==> config.mk <==
export PLATFORM = sky130hd
export DESIGN_NAME = clkout_en_i2c
export DESIGN_NICKNAME = d
export VERILOG_FILES = /design/src/rtl/oe_pkg.sv /design/src/rtl/i2c_line_sync.sv /design/src/rtl/i2c_wr_rx.sv /design/src/rtl/oe_regbank.sv /design/src/rtl/clkout_en_i2c.sv
export SDC_FILE = /design/constraint.sdc
export NUM_CORES = 1
export LEC_CHECK = 0
export ABC_AREA = 0
export BUFFER_PORTS_ARGS = -buffer_cell sky130_fd_sc_hd__buf_2
export CAP_MARGIN = 0
export CORE_MARGIN = 8
export CORE_UTILIZATION = 43
export DETAILED_ROUTE_END_ITERATION = 10
export SYNTH_ARGS = -nofsm -noshare
export SYNTH_HDL_FRONTEND = slang
export SYNTH_HIERARCHICAL = 1
export SYNTH_SLANG_ARGS = --single-unit
==> constraint.sdc <==
create_clock -name clk_i -period 1.8 [get_ports clk_i]
set_input_delay 0.54 -clock clk_i [delete_from_list [all_inputs] [get_ports clk_i]]
set_output_delay 0.54 -clock clk_i [all_outputs]
set_load 0.01 [all_outputs]
==> src/rtl/oe_pkg.sv <==
package oe_pkg;

   // receiver control states
   typedef enum logic [2:0] {
      ST_IDLE,
      ST_RX,
      ST_BYTE_END,
      ST_ACK,
      ST_IGNORE
   } rx_state_t;

   // position of the current byte inside one write transfer
   typedef enum logic [1:0] {
      PH_ADDR,
      PH_CMD,
      PH_CNT,
      PH_DATA
   } rx_phase_t;

endpackage

==> src/rtl/i2c_line_sync.sv <==
module i2c_line_sync #(
   parameter int STAGES = 2
) (
   input  logic clk_i,
   input  logic rst_ni,
   input  logic scl_i,
   input  logic sda_i,
   output logic sda_o,
   output logic start_o,
   output logic stop_o,
   output logic scl_rise_o,
   output logic scl_fall_o
);

   localparam int NLINES = 2;
   localparam int SCL_IX = 1;
   localparam int SDA_IX = 0;

   if (STAGES < 2) begin : g_bad_stages
      $error("i2c_line_sync: STAGES must be at least 2");
   end

   logic [NLINES-1:0] raw;
   logic [NLINES-1:0] synced;
   logic [NLINES-1:0] prev_q;

   assign raw = {scl_i, sda_i};

   for (genvar l = 0; l < NLINES; l++) begin : g_line
      logic [STAGES-1:0] chain_q;
      always_ff @(posedge clk_i or negedge rst_ni) begin
         if (!rst_ni) begin
            chain_q <= '1;
         end else begin
            chain_q <= {chain_q[STAGES-2:0], raw[l]};
         end
      end
      assign synced[l] = chain_q[STAGES-1];
   end

   always_ff @(posedge clk_i or negedge rst_ni) begin
      if (!rst_ni) begin
         prev_q <= '1;
      end else begin
         prev_q <= synced;
      end
   end

   assign sda_o      = synced[SDA_IX];
   assign scl_rise_o = synced[SCL_IX] & ~prev_q[SCL_IX];
   assign scl_fall_o = ~synced[SCL_IX] & prev_q[SCL_IX];
   assign start_o    = synced[SCL_IX] & prev_q[SCL_IX] & prev_q[SDA_IX] & ~synced[SDA_IX];
   assign stop_o     = synced[SCL_IX] & prev_q[SCL_IX] & ~prev_q[SDA_IX] & synced[SDA_IX];

endmodule

==> src/rtl/i2c_wr_rx.sv <==
module i2c_wr_rx
   import oe_pkg::*;
#(
   parameter logic [6:0] DEV_ADDR = 7'h69,
   parameter int         NUM_REGS = 2,
   parameter int         BYTE_W   = 8,
   parameter int         IDX_W    = 2
) (
   input  logic              clk_i,
   input  logic              rst_ni,
   input  logic              sda_i,
   input  logic              start_i,
   input  logic              stop_i,
   input  logic              scl_rise_i,
   input  logic              scl_fall_i,
   output logic              sda_low_o,
   output logic              wr_en_o,
   output logic [IDX_W-1:0]  wr_idx_o,
   output logic [BYTE_W-1:0] wr_data_o
);

   localparam int         CNT_W   = $clog2(BYTE_W);
   localparam logic [7:0] WR_BYTE = {DEV_ADDR, 1'b0};

   if (BYTE_W != 8) begin : g_bad_byte
      $error("i2c_wr_rx: BYTE_W must be 8");
   end
   if (NUM_REGS >= (1 << IDX_W)) begin : g_bad_idx
      $error("i2c_wr_rx: IDX_W too narrow for NUM_REGS");
   end

   rx_state_t         st_q;
   rx_phase_t         ph_q;
   logic [CNT_W-1:0]  bit_cnt_q;
   logic [BYTE_W-1:0] shreg_q;
   logic [IDX_W-1:0]  data_cnt_q;

   always_ff @(posedge clk_i or negedge rst_ni) begin
      if (!rst_ni) begin
         st_q       <= ST_IDLE;
         ph_q       <= PH_ADDR;
         bit_cnt_q  <= '0;
         shreg_q    <= '0;
         data_cnt_q <= '0;
         sda_low_o  <= 1'b0;
         wr_en_o    <= 1'b0;
         wr_idx_o   <= '0;
         wr_data_o  <= '0;
      end else begin
         wr_en_o <= 1'b0;
         if (start_i) begin
            st_q       <= ST_RX;
            ph_q       <= PH_ADDR;
            bit_cnt_q  <= '0;
            data_cnt_q <= '0;
            sda_low_o  <= 1'b0;
         end else if (stop_i) begin
            st_q      <= ST_IDLE;
            sda_low_o <= 1'b0;
         end else begin
            unique case (st_q)
               ST_RX: begin
                  if (scl_rise_i) begin
                     shreg_q   <= {shreg_q[BYTE_W-2:0], sda_i};
                     bit_cnt_q <= bit_cnt_q + 1'b1;
                     if (bit_cnt_q == CNT_W'(BYTE_W - 1)) begin
                        st_q <= ST_BYTE_END;
                     end
                  end
               end
               ST_BYTE_END: begin
                  if (scl_fall_i) begin
                     if (ph_q == PH_ADDR && shreg_q != WR_BYTE) begin
                        st_q <= ST_IGNORE;
                     end else begin
                        st_q      <= ST_ACK;
                        sda_low_o <= 1'b1;
                        if (ph_q == PH_DATA && data_cnt_q < IDX_W'(NUM_REGS)) begin
                           wr_en_o    <= 1'b1;
                           wr_idx_o   <= data_cnt_q;
                           wr_data_o  <= shreg_q;
                           data_cnt_q <= data_cnt_q + 1'b1;
                        end
                     end
                  end
               end
               ST_ACK: begin
                  if (scl_fall_i) begin
                     sda_low_o <= 1'b0;
                     st_q      <= ST_RX;
                     if (ph_q != PH_DATA) begin
                        ph_q <= rx_phase_t'(ph_q + 2'd1);
                     end
                  end
               end
               default: ;
            endcase
         end
      end
   end


   ack_rise_chk: assert property (@(posedge clk_i) disable iff (!rst_ni)
      $rose(sda_low_o) |-> $past(scl_fall_i));


   ack_release_chk: assert property (@(posedge clk_i) disable iff (!rst_ni)
      (sda_low_o && scl_fall_i) |=> !sda_low_o);


   start_release_chk: assert property (@(posedge clk_i) disable iff (!rst_ni)
      start_i |=> (!sda_low_o && !wr_en_o));

endmodule

==> src/rtl/oe_regbank.sv <==
module oe_regbank #(
   parameter int NUM_PAIRS = 10,
   parameter int REG_W     = 8,
   parameter int NUM_REGS  = 2,
   parameter int IDX_W     = 2
) (
   input  logic                 clk_i,
   input  logic                 rst_ni,
   input  logic                 wr_en_i,
   input  logic [IDX_W-1:0]     wr_idx_i,
   input  logic [REG_W-1:0]     wr_data_i,
   output logic [NUM_PAIRS-1:0] pair_en_o
);

   if (NUM_PAIRS > NUM_REGS * REG_W) begin : g_bad_regs
      $error("oe_regbank: not enough register bits for NUM_PAIRS");
   end

   for (genvar p = 0; p < NUM_PAIRS; p++) begin : g_pair
      localparam int RI = p / REG_W;
      localparam int BI = REG_W - 1 - (p % REG_W);
      logic en_q;

      always_ff @(posedge clk_i or negedge rst_ni) begin
         if (!rst_ni) begin
            en_q <= 1'b1;
         end else if (wr_en_i && wr_idx_i == IDX_W'(RI)) begin
            en_q <= wr_data_i[BI];
         end
      end
      assign pair_en_o[p] = en_q;


      load_chk: assert property (@(posedge clk_i) disable iff (!rst_ni)
         (wr_en_i && wr_idx_i == IDX_W'(RI)) |=> pair_en_o[p] == $past(wr_data_i[BI]));


      hold_chk: assert property (@(posedge clk_i) disable iff (!rst_ni)
         !wr_en_i |=> $stable(pair_en_o[p]));
   end

endmodule

==> src/rtl/clkout_en_i2c.sv <==
module clkout_en_i2c #(
   parameter logic [6:0] DEV_ADDR    = 7'h69,
   parameter int         NUM_PAIRS   = 10,
   parameter int         REG_W       = 8,
   parameter int         SYNC_STAGES = 2
) (
   input  logic                 clk_i,
   input  logic                 rst_ni,
   input  logic                 scl_i,
   input  logic                 sda_i,
   output logic                 sda_low_o,
   output logic [NUM_PAIRS-1:0] pair_en_o,
   output logic                 fb_en_o
);

   localparam int NUM_REGS = (NUM_PAIRS + REG_W - 1) / REG_W;
   localparam int IDX_W    = $clog2(NUM_REGS + 1);

   if (NUM_PAIRS < 1) begin : g_bad_pairs
      $error("clkout_en_i2c: NUM_PAIRS must be positive");
   end

   logic             sda_s;
   logic             start_p;
   logic             stop_p;
   logic             scl_rise;
   logic             scl_fall;
   logic             wr_en;
   logic [IDX_W-1:0] wr_idx;
   logic [REG_W-1:0] wr_data;

   i2c_line_sync #(
      .STAGES (SYNC_STAGES)
   ) u_sync (
      .clk_i      (clk_i),
      .rst_ni     (rst_ni),
      .scl_i      (scl_i),
      .sda_i      (sda_i),
      .sda_o      (sda_s),
      .start_o    (start_p),
      .stop_o     (stop_p),
      .scl_rise_o (scl_rise),
      .scl_fall_o (scl_fall)
   );

   i2c_wr_rx #(
      .DEV_ADDR (DEV_ADDR),
      .NUM_REGS (NUM_REGS),
      .BYTE_W   (REG_W),
      .IDX_W    (IDX_W)
   ) u_rx (
      .clk_i      (clk_i),
      .rst_ni     (rst_ni),
      .sda_i      (sda_s),
      .start_i    (start_p),
      .stop_i     (stop_p),
      .scl_rise_i (scl_rise),
      .scl_fall_i (scl_fall),
      .sda_low_o  (sda_low_o),
      .wr_en_o    (wr_en),
      .wr_idx_o   (wr_idx),
      .wr_data_o  (wr_data)
   );

   oe_regbank #(
      .NUM_PAIRS (NUM_PAIRS),
      .REG_W     (REG_W),
      .NUM_REGS  (NUM_REGS),
      .IDX_W     (IDX_W)
   ) u_regs (
      .clk_i     (clk_i),
      .rst_ni    (rst_ni),
      .wr_en_i   (wr_en),
      .wr_idx_i  (wr_idx),
      .wr_data_i (wr_data),
      .pair_en_o (pair_en_o)
   );

   assign fb_en_o = 1'b1;


   wr_range_chk: assert property (@(posedge clk_i) disable iff (!rst_ni)
      wr_en |-> (wr_idx < IDX_W'(NUM_REGS)));

endmodule

==> results of run 1 <==
-- layer usage --
| layer | routed length (µm) | part of all wire | vias up |
|---|---|---|---|
| met5 | 0 | 0 | - |
| met4 | 48 | 0.015 | 0 |
| met3 | 120 | 0.038 | 5 |
| met2 | 1580 | 0.50 | 12 |
| met1 | 1430 | 0.45 | 579 |
| li1 | - | - | 565 |
-- cell type report --
| cell class | count | area, µm² |
|---|---|---|
| Clock inverter | 1 | 8.76 |
| Inverter | 6 | 22.5 |
| Sequential cell | 46 | 1170 |
| Timing Repair Buffer | 32 | 243 |
| Clock buffer | 7 | 86.3 |
| Multi-Input combinational cell | 82 | 737 |
| Fill cell | 412 | 2260 |
| Tap cell | 54 | 67.6 |
-- power breakdown --
| part | internal, µW | total, µW | switching [µW] |
|---|---|---|---|
| Clock | 317 | 644 | 327 |
| Combinational | 79.1 | 167 | 87.6 |
| Sequential | 1080 | 1120 | 45.2 |
| Total | 1470 | 1930 | 460 |
-- metrics by stage --
step | setup slack (ps) | instances | hold WS [ps]
6_report | -13.6 | 228 | 164
5_1_grt | -97.1 | 228 | 176
4_1_cts | -22.0 | 228 | 169
3_5_place_dp | -46.6 | 220 | 349
3_3_place_gp | -12.3 | 220 | 347
2_1_floorplan | -102 | 147 | 244
-- what timing repair did --
action                     4_1_cts  5_1_grt
setup endpoints to repair       14       19
pin swaps                        0        3
resized for setup                3        6
buffers inserted                 0        1
-- registers in the layout, indices dropped and copies added (netlist names) --
| name | count |
|---|---|
| u_sync/g_line.chain_q | 4 |
| u_rx/st_q | 3 |
| u_sync/prev_q | 2 |
| u_rx/wr_data_o | 8 |
| u_rx/data_cnt_q | 2 |
| u_rx/shreg_q | 8 |
| u_rx/wr_en_o | 1 |
| u_rx/bit_cnt_q | 3 |
| u_rx/wr_idx_o | 2 |
| u_rx/sda_low_o | 1 |
| u_regs/g_pair.en_q | 10 |
| u_rx/ph_q | 2 |
-- how the worst max path moves through the flow --
stage / startpoint / to / slack (ps) / cells after the start
floorplan: u_sync/prev_q[0]$_DFF_PN1_ / u_rx/wr_data_o[0]$_DFFE_PN0P_ / -100 / 5
global placement: u_sync/g_line[1].chain_q[1]$_DFF_PN1_ / u_rx/st_q[0]$_DFFE_PN0P_ / -10 / 6
detailed placement: u_sync/g_line[1].chain_q[1]$_DFF_PN1_ / u_rx/st_q[1]$_DFFE_PN0P_ / -50 / 5
CTS: u_sync/prev_q[0]$_DFF_PN1_ / u_rx/wr_data_o[3]$_DFFE_PN0P_ / -20 / 6
global route: u_sync/prev_q[0]$_DFF_PN1_ / u_rx/wr_data_o[2]$_DFFE_PN0P_ / -100 / 6
finish: u_sync/prev_q[0]$_DFF_PN1_ / u_rx/wr_data_o[3]$_DFFE_PN0P_ / -10 / 6
-- cell families after synthesis --
group	count (synthesis)	synth area share
adder cells (fa/ha/maj)	4	0.0250
buffers and inverters	19	0.0570
multiplexers	30	0.167
flip-flops	46	0.586
XOR/XNOR	2	0.00877
AO/OA/AOI/OAI	11	0.0413
AND/OR/NAND/NOR	34	0.113
other	1	0.00188
-- Yosys cell counts, types with 2 or more instances --
cell and number:
buf_4 11, dfstp_2 16, mux2i_1 3, a21oi_1 2, inv_1 6, xnor2_1 2, and4b_1 3, or4_1 2
nor3_1 3, ha_1 4, mux2_2 27, dfrtp_1 30, nand2_1 4, nand3b_1 3, nor2_1 9, nor2b_1 4
==> run_results.csv, run 1 <==
group,metric,value,unit
status,status,"finished with violations",
status,violations,"setup timing",
final_layout,final_area,2340,µm²
clocking,cts_made_buffers,5,
global_route,grt_pass1_vias,1218,
floorplanning,die_w,84.2,µm
sta,final-hold-violation-count,0,
sta,layout_setup_ws,-13.6,ps
worst_setup_path,cp.required,1980,ps
clocking,clock-sinks,46,
final_layout,final_util,0.508,
worst_setup_path,slowest_delay,530,ps
drt,vias,1161,
sta,max_slew_margin,0.667,
global_route,grtUsageMet3,0.0436,
sta,finalSetupTns,-34.7,ps
floorplanning,die_area,7080,µm²
sta,fmax,551,MHz
power,p_leak,0.00112,µW
synth,synth_top_area_share,0.376,
global_route,use_met1,0.101,
global_route,overflow,0,
floorplanning,start_util,0.435,
floorplanning,fp-row-count,25,
worst_setup_path,crit_chain,"and4b_1 > inv_2 > nand4_1 > nor4_4 > buf_12 > mux2_2",
worst_setup_path,crit_arrival,2000,ps
final_layout,diodes,0,
synth,synthTopCellsByArea,"dfrtp_1, dfstp_2, mux2_2, buf_4, ha_1",
final_layout,fin_nets,181,
floorplanning,core_area,4600,µm²
global_route,grt-busiest-layer,"met2",
sta,period_needed,1810,ps
synth,syn_area,2000,µm²
synth,synth_enable_flop_cells,0,
synth,synth_flop_cell,"dfrtp_1",
synth,synthCells,147,
worst_setup_path,worstSetupStartpointType,"register",
final_layout,area_growth,16.9,%
synth,seq_area_frac_synth,0.586,
sta,rsz0062_at_grt,"true",
global_route,grt_pass1_wl,5370,µm
global_route,antenna_found_initial,0,
worst_setup_path,reg2reg_slack,-10,ps
synth,synth_seq_cells,46,
drt,firstDrtPassIters,3,
worst_setup_path,reg2reg_from,"u_sync/prev_q[0]$_DFF_PN1_",
worst_setup_path,cp_top_family,"simple AND/OR/NAND/NOR gates",
power,vdd_ir_drop_max,0.522,mV
worst_setup_path,crit_fanout,10,
clocking,clk-insertion-delay-late,290,ps
global_route,use_met2,0.155,
global_route,grt_max_degree,30,
worst_setup_path,rr_worst_depth,6,
clocking,cts_tree,"built",
final_layout,final_cell_mix,"dfrtp_1, mux2_2, dfstp_2, buf_4, buf_2",
floorplanning,io_pins,16,
power,power.total,1930,µW
sta,setup_viol,6,
placement,io_buffers,14,
synth,synthArstFlopShare,1.00,
synth,synth.largest_area_cell,"dfrtp_1",
worst_setup_path,critical_path_buf_inv_count,2,
global_route,grtUsageTotal,0.0946,
clocking,clk_pin_slew,80,ps
synth,ys_types,34,
sta,tightest_slew,500,ps
worst_setup_path,crit_type,"register to register",
worst_setup_path,critPathCaptureType,"register",
final_layout,final_common_cell,"dfrtp_1",
flow_run,drv_cap,0,
sta,drv_slew,0,
drt,drt-total-wl,3170,µm
synth,synth_fp_nets,155,
drt,wl_per_cell,13.9,µm
clocking,cts-root-buf,"clkbuf_8",
final_layout,drive_above_1_share,0.534,
power,power_density,828,nW/µm²
placement,dpl.hpwl,2330,µm
clocking,holdBufCountCts,0,
clocking,htree_levels,2,
placement,place_area,2220,µm²
worst_setup_path,worstReg2RegEnd,"u_rx/wr_data_o[3]$_DFFE_PN0P_",
drt,antenna_left,0,
worst_hold_path,min_path_type,"input pin to asynchronous set/reset pin",
sta,fin_crit_sh,1.01,
drt,drtIter0Drc,43,
synth,avgSynthCellArea,13.6,µm²
floorplanning,die_y,84.2,µm
placement,place_congestion,0.774,
drt,vias_per_cell,5.09,
worst_setup_path,cp_slowest_cell,"dfstp_2",
sta,fin_skew,1.66,ps
clocking,clock_path_buffers,2,
synth,synth_warnings,6,
drt,drc,0,
No activity file was read; power rests on OpenSTA's default activity.
==> run 2: changes to the inputs <==
Settings changed: CORE_UTILIZATION 43 to 45, PLACE_DENSITY from default to 0.65.
==> run 2 against run 1 <==
  * The run still ends with setup timing left
  * Setup slack worse by 4.6 ps
  * Routed wire length barely moved
  * Clock skew up 3.9 ps
  * Non-clock buffer count did not move
  * Combinational power increased by 7%
  * Via count rose by 0.52%
  * Sequential power hardly changed
  * Critical path depth unchanged
  * Die area fell by 3.6%
  * Register-to-register slack barely moved
  * Power down 1.4%
  * Critical endpoint is now u_rx/wr_data_o[5]$_DFFE_PN0P_
  * Largest power group unchanged
==> run_results.csv, run 2 (synthesized netlist as in run 1, its figures left out) <==
group,metric,value,unit
status,status,"finished with violations",
sta,fmax,550,MHz
clocking,htree_levels,2,
worst_setup_path,crit_fanout,10,
clocking,cts_tree,"built",
status,violations,"setup timing",
global_route,antenna_found_initial,0,
final_layout,area_growth,15.3,%
final_layout,final_cell_mix,"dfrtp_1, mux2_2, dfstp_2, buf_4, buf_2",
sta,drv_slew,0,
worst_setup_path,worstSetupStartpointType,"register",
clocking,cts-root-buf,"clkbuf_8",
clocking,clock_path_buffers,2,
worst_setup_path,cp.required,1980,ps
worst_hold_path,min_path_type,"input pin to asynchronous set/reset pin",
floorplanning,io_pins,16,
sta,hold_ws,213,ps
power,power_density,827,nW/µm²
worst_setup_path,rr_worst_depth,6,
worst_setup_path,critPathCaptureType,"register",
final_layout,fin_nets,181,
clocking,cts_made_buffers,5,
power,vdd_ir_drop_max,0.517,mV
final_layout,final_common_cell,"dfrtp_1",
global_route,overflow,0,
floorplanning,fp-row-count,24,
sta,finalSetupTns,-101,ps
clocking,clock-sinks,46,
clocking,clk_pin_slew,80,ps
clocking,holdBufCountCts,0,
global_route,grtUsageTotal,0.105,
drt,vias,1167,
worst_setup_path,crit_arrival,2000,ps
worst_setup_path,reg2reg_slack,-20,ps
flow_run,drv_cap,0,
global_route,grt_max_degree,47,
worst_setup_path,worstReg2RegEnd,"u_rx/wr_data_o[5]$_DFFE_PN0P_",
worst_setup_path,crit_type,"register to register",
drt,vias_per_cell,5.16,
sta,fin_skew,5.60,ps
placement,place_congestion,0.778,
sta,setup_viol,9,
global_route,grt_pass1_wl,5590,µm
worst_setup_path,reg2reg_from,"u_sync/prev_q[0]$_DFF_PN1_",
sta,fin_crit_sh,1.01,
drt,antenna_left,0,
final_layout,num-fill-cells,386,
drt,drt-total-wl,3170,µm
placement,io_buffers,14,
sta,period_needed,1820,ps
drt,firstDrtPassIters,4,
final_layout,drive_above_1_share,0.506,
floorplanning,die_w,82.6,µm
floorplanning,core_area,4320,µm²
final_layout,reg_top3,"u_regs/g_pair.en_q: 10 flops, u_rx/shreg_q: 8 flops, u_rx/wr_data_o: 8 flops",
floorplanning,die_area,6830,µm²
global_route,grt_pass1_vias,1239,
sta,final-hold-violation-count,0,
power,p_leak,0.00111,µW
drt,drc,0,
final_layout,diodes,0,
drt,drtIter0Drc,68,
floorplanning,start_util,0.462,
sta,rsz0062_at_grt,"true",
final_layout,top_register,"u_regs/g_pair.en_q",
sta,layout_setup_ws,-18.2,ps
final_layout,largest_reg_flops,10,
clocking,clk-insertion-delay-late,290,ps
floorplanning,die_y,82.6,µm
placement,dpl.hpwl,2270,µm
drt,wl_per_cell,14.0,µm
[run 2: critical path, stage by stage (launching register included)]
cell	delay, ps
dfstp_2	530
and4b_1	220
inv_2	60
nand4_1	170
nor4_4	240
buf_12	170
mux2_2	330
[run 2: power by group]
part	internal (µW)	leakage (µW)	switching (µW)
sequential	1080	0.000581	44.7
combinational	90.5	0.000487	87.4
clock	274	0.0000452	331
total	1440	0.00111	463
[run 2: how the worst max path moves through the flow]
stage	from	end	slack, ps	cells after the start
2_1_floorplan	u_sync/prev_q[0]$_DFF_PN1_	u_rx/wr_data_o[0]$_DFFE_PN0P_	-100	5
3_3_place_gp	u_sync/prev_q[0]$_DFF_PN1_	u_rx/wr_data_o[2]$_DFFE_PN0P_	3	6
3_5_place_dp	u_sync/prev_q[0]$_DFF_PN1_	u_rx/wr_data_o[5]$_DFFE_PN0P_	-10	6
4_1_cts	u_sync/prev_q[0]$_DFF_PN1_	u_rx/wr_data_o[5]$_DFFE_PN0P_	-20	6
5_1_grt	u_sync/prev_q[0]$_DFF_PN1_	u_rx/wr_data_o[2]$_DFFE_PN0P_	-120	6
6_report	u_sync/prev_q[0]$_DFF_PN1_	u_rx/wr_data_o[5]$_DFFE_PN0P_	-20	6
[run 2: layout make-up]
type | count | area (µm²) | area share
inverters | 6 | 22.5 | 0.00977
well taps | 52 | 65.1 | 0.0282
multi-input cells | 82 | 717 | 0.311
clock inverters | 2 | 13.8 | 0.00597
flip-flops and latches | 46 | 1170 | 0.508
repair buffers | 32 | 243 | 0.105
clock buffers | 6 | 72.6 | 0.0315
[run 2: what timing repair did]
action / CTS / global route
setup buffers: 0 / 2
endpoints found under the setup margin: 11 / 14
resized for setup: 1 / 2
pin swaps: 0 / 2
[run 2: metal layers]
layer | part of all wire | global-route usage | wire, µm
met2 | 0.48 | 0.171 | 1520
met1 | 0.46 | 0.128 | 1450
met3 | 0.052 | 0.0379 | 164
met5 | 0 | 0 | 0
met4 | 0.0091 | 0.0345 | 29
[run 2: stage by stage]
step | cells | setup WS [ps] | power (µW) | cell area [µm²] | utilization
global route | 226 | -124 | 1990 | 2300 | 0.533
detailed placement | 216 | -13.3 | 1310 | 2200 | 0.509
floorplan | 147 | -102 | 1220 | 2000 | -
global placement | 216 | 2.82 | 1300 | 2200 | 0.509
CTS | 224 | -19.3 | 1920 | 2290 | 0.530
finish | 226 | -18.2 | 1910 | 2300 | 0.533
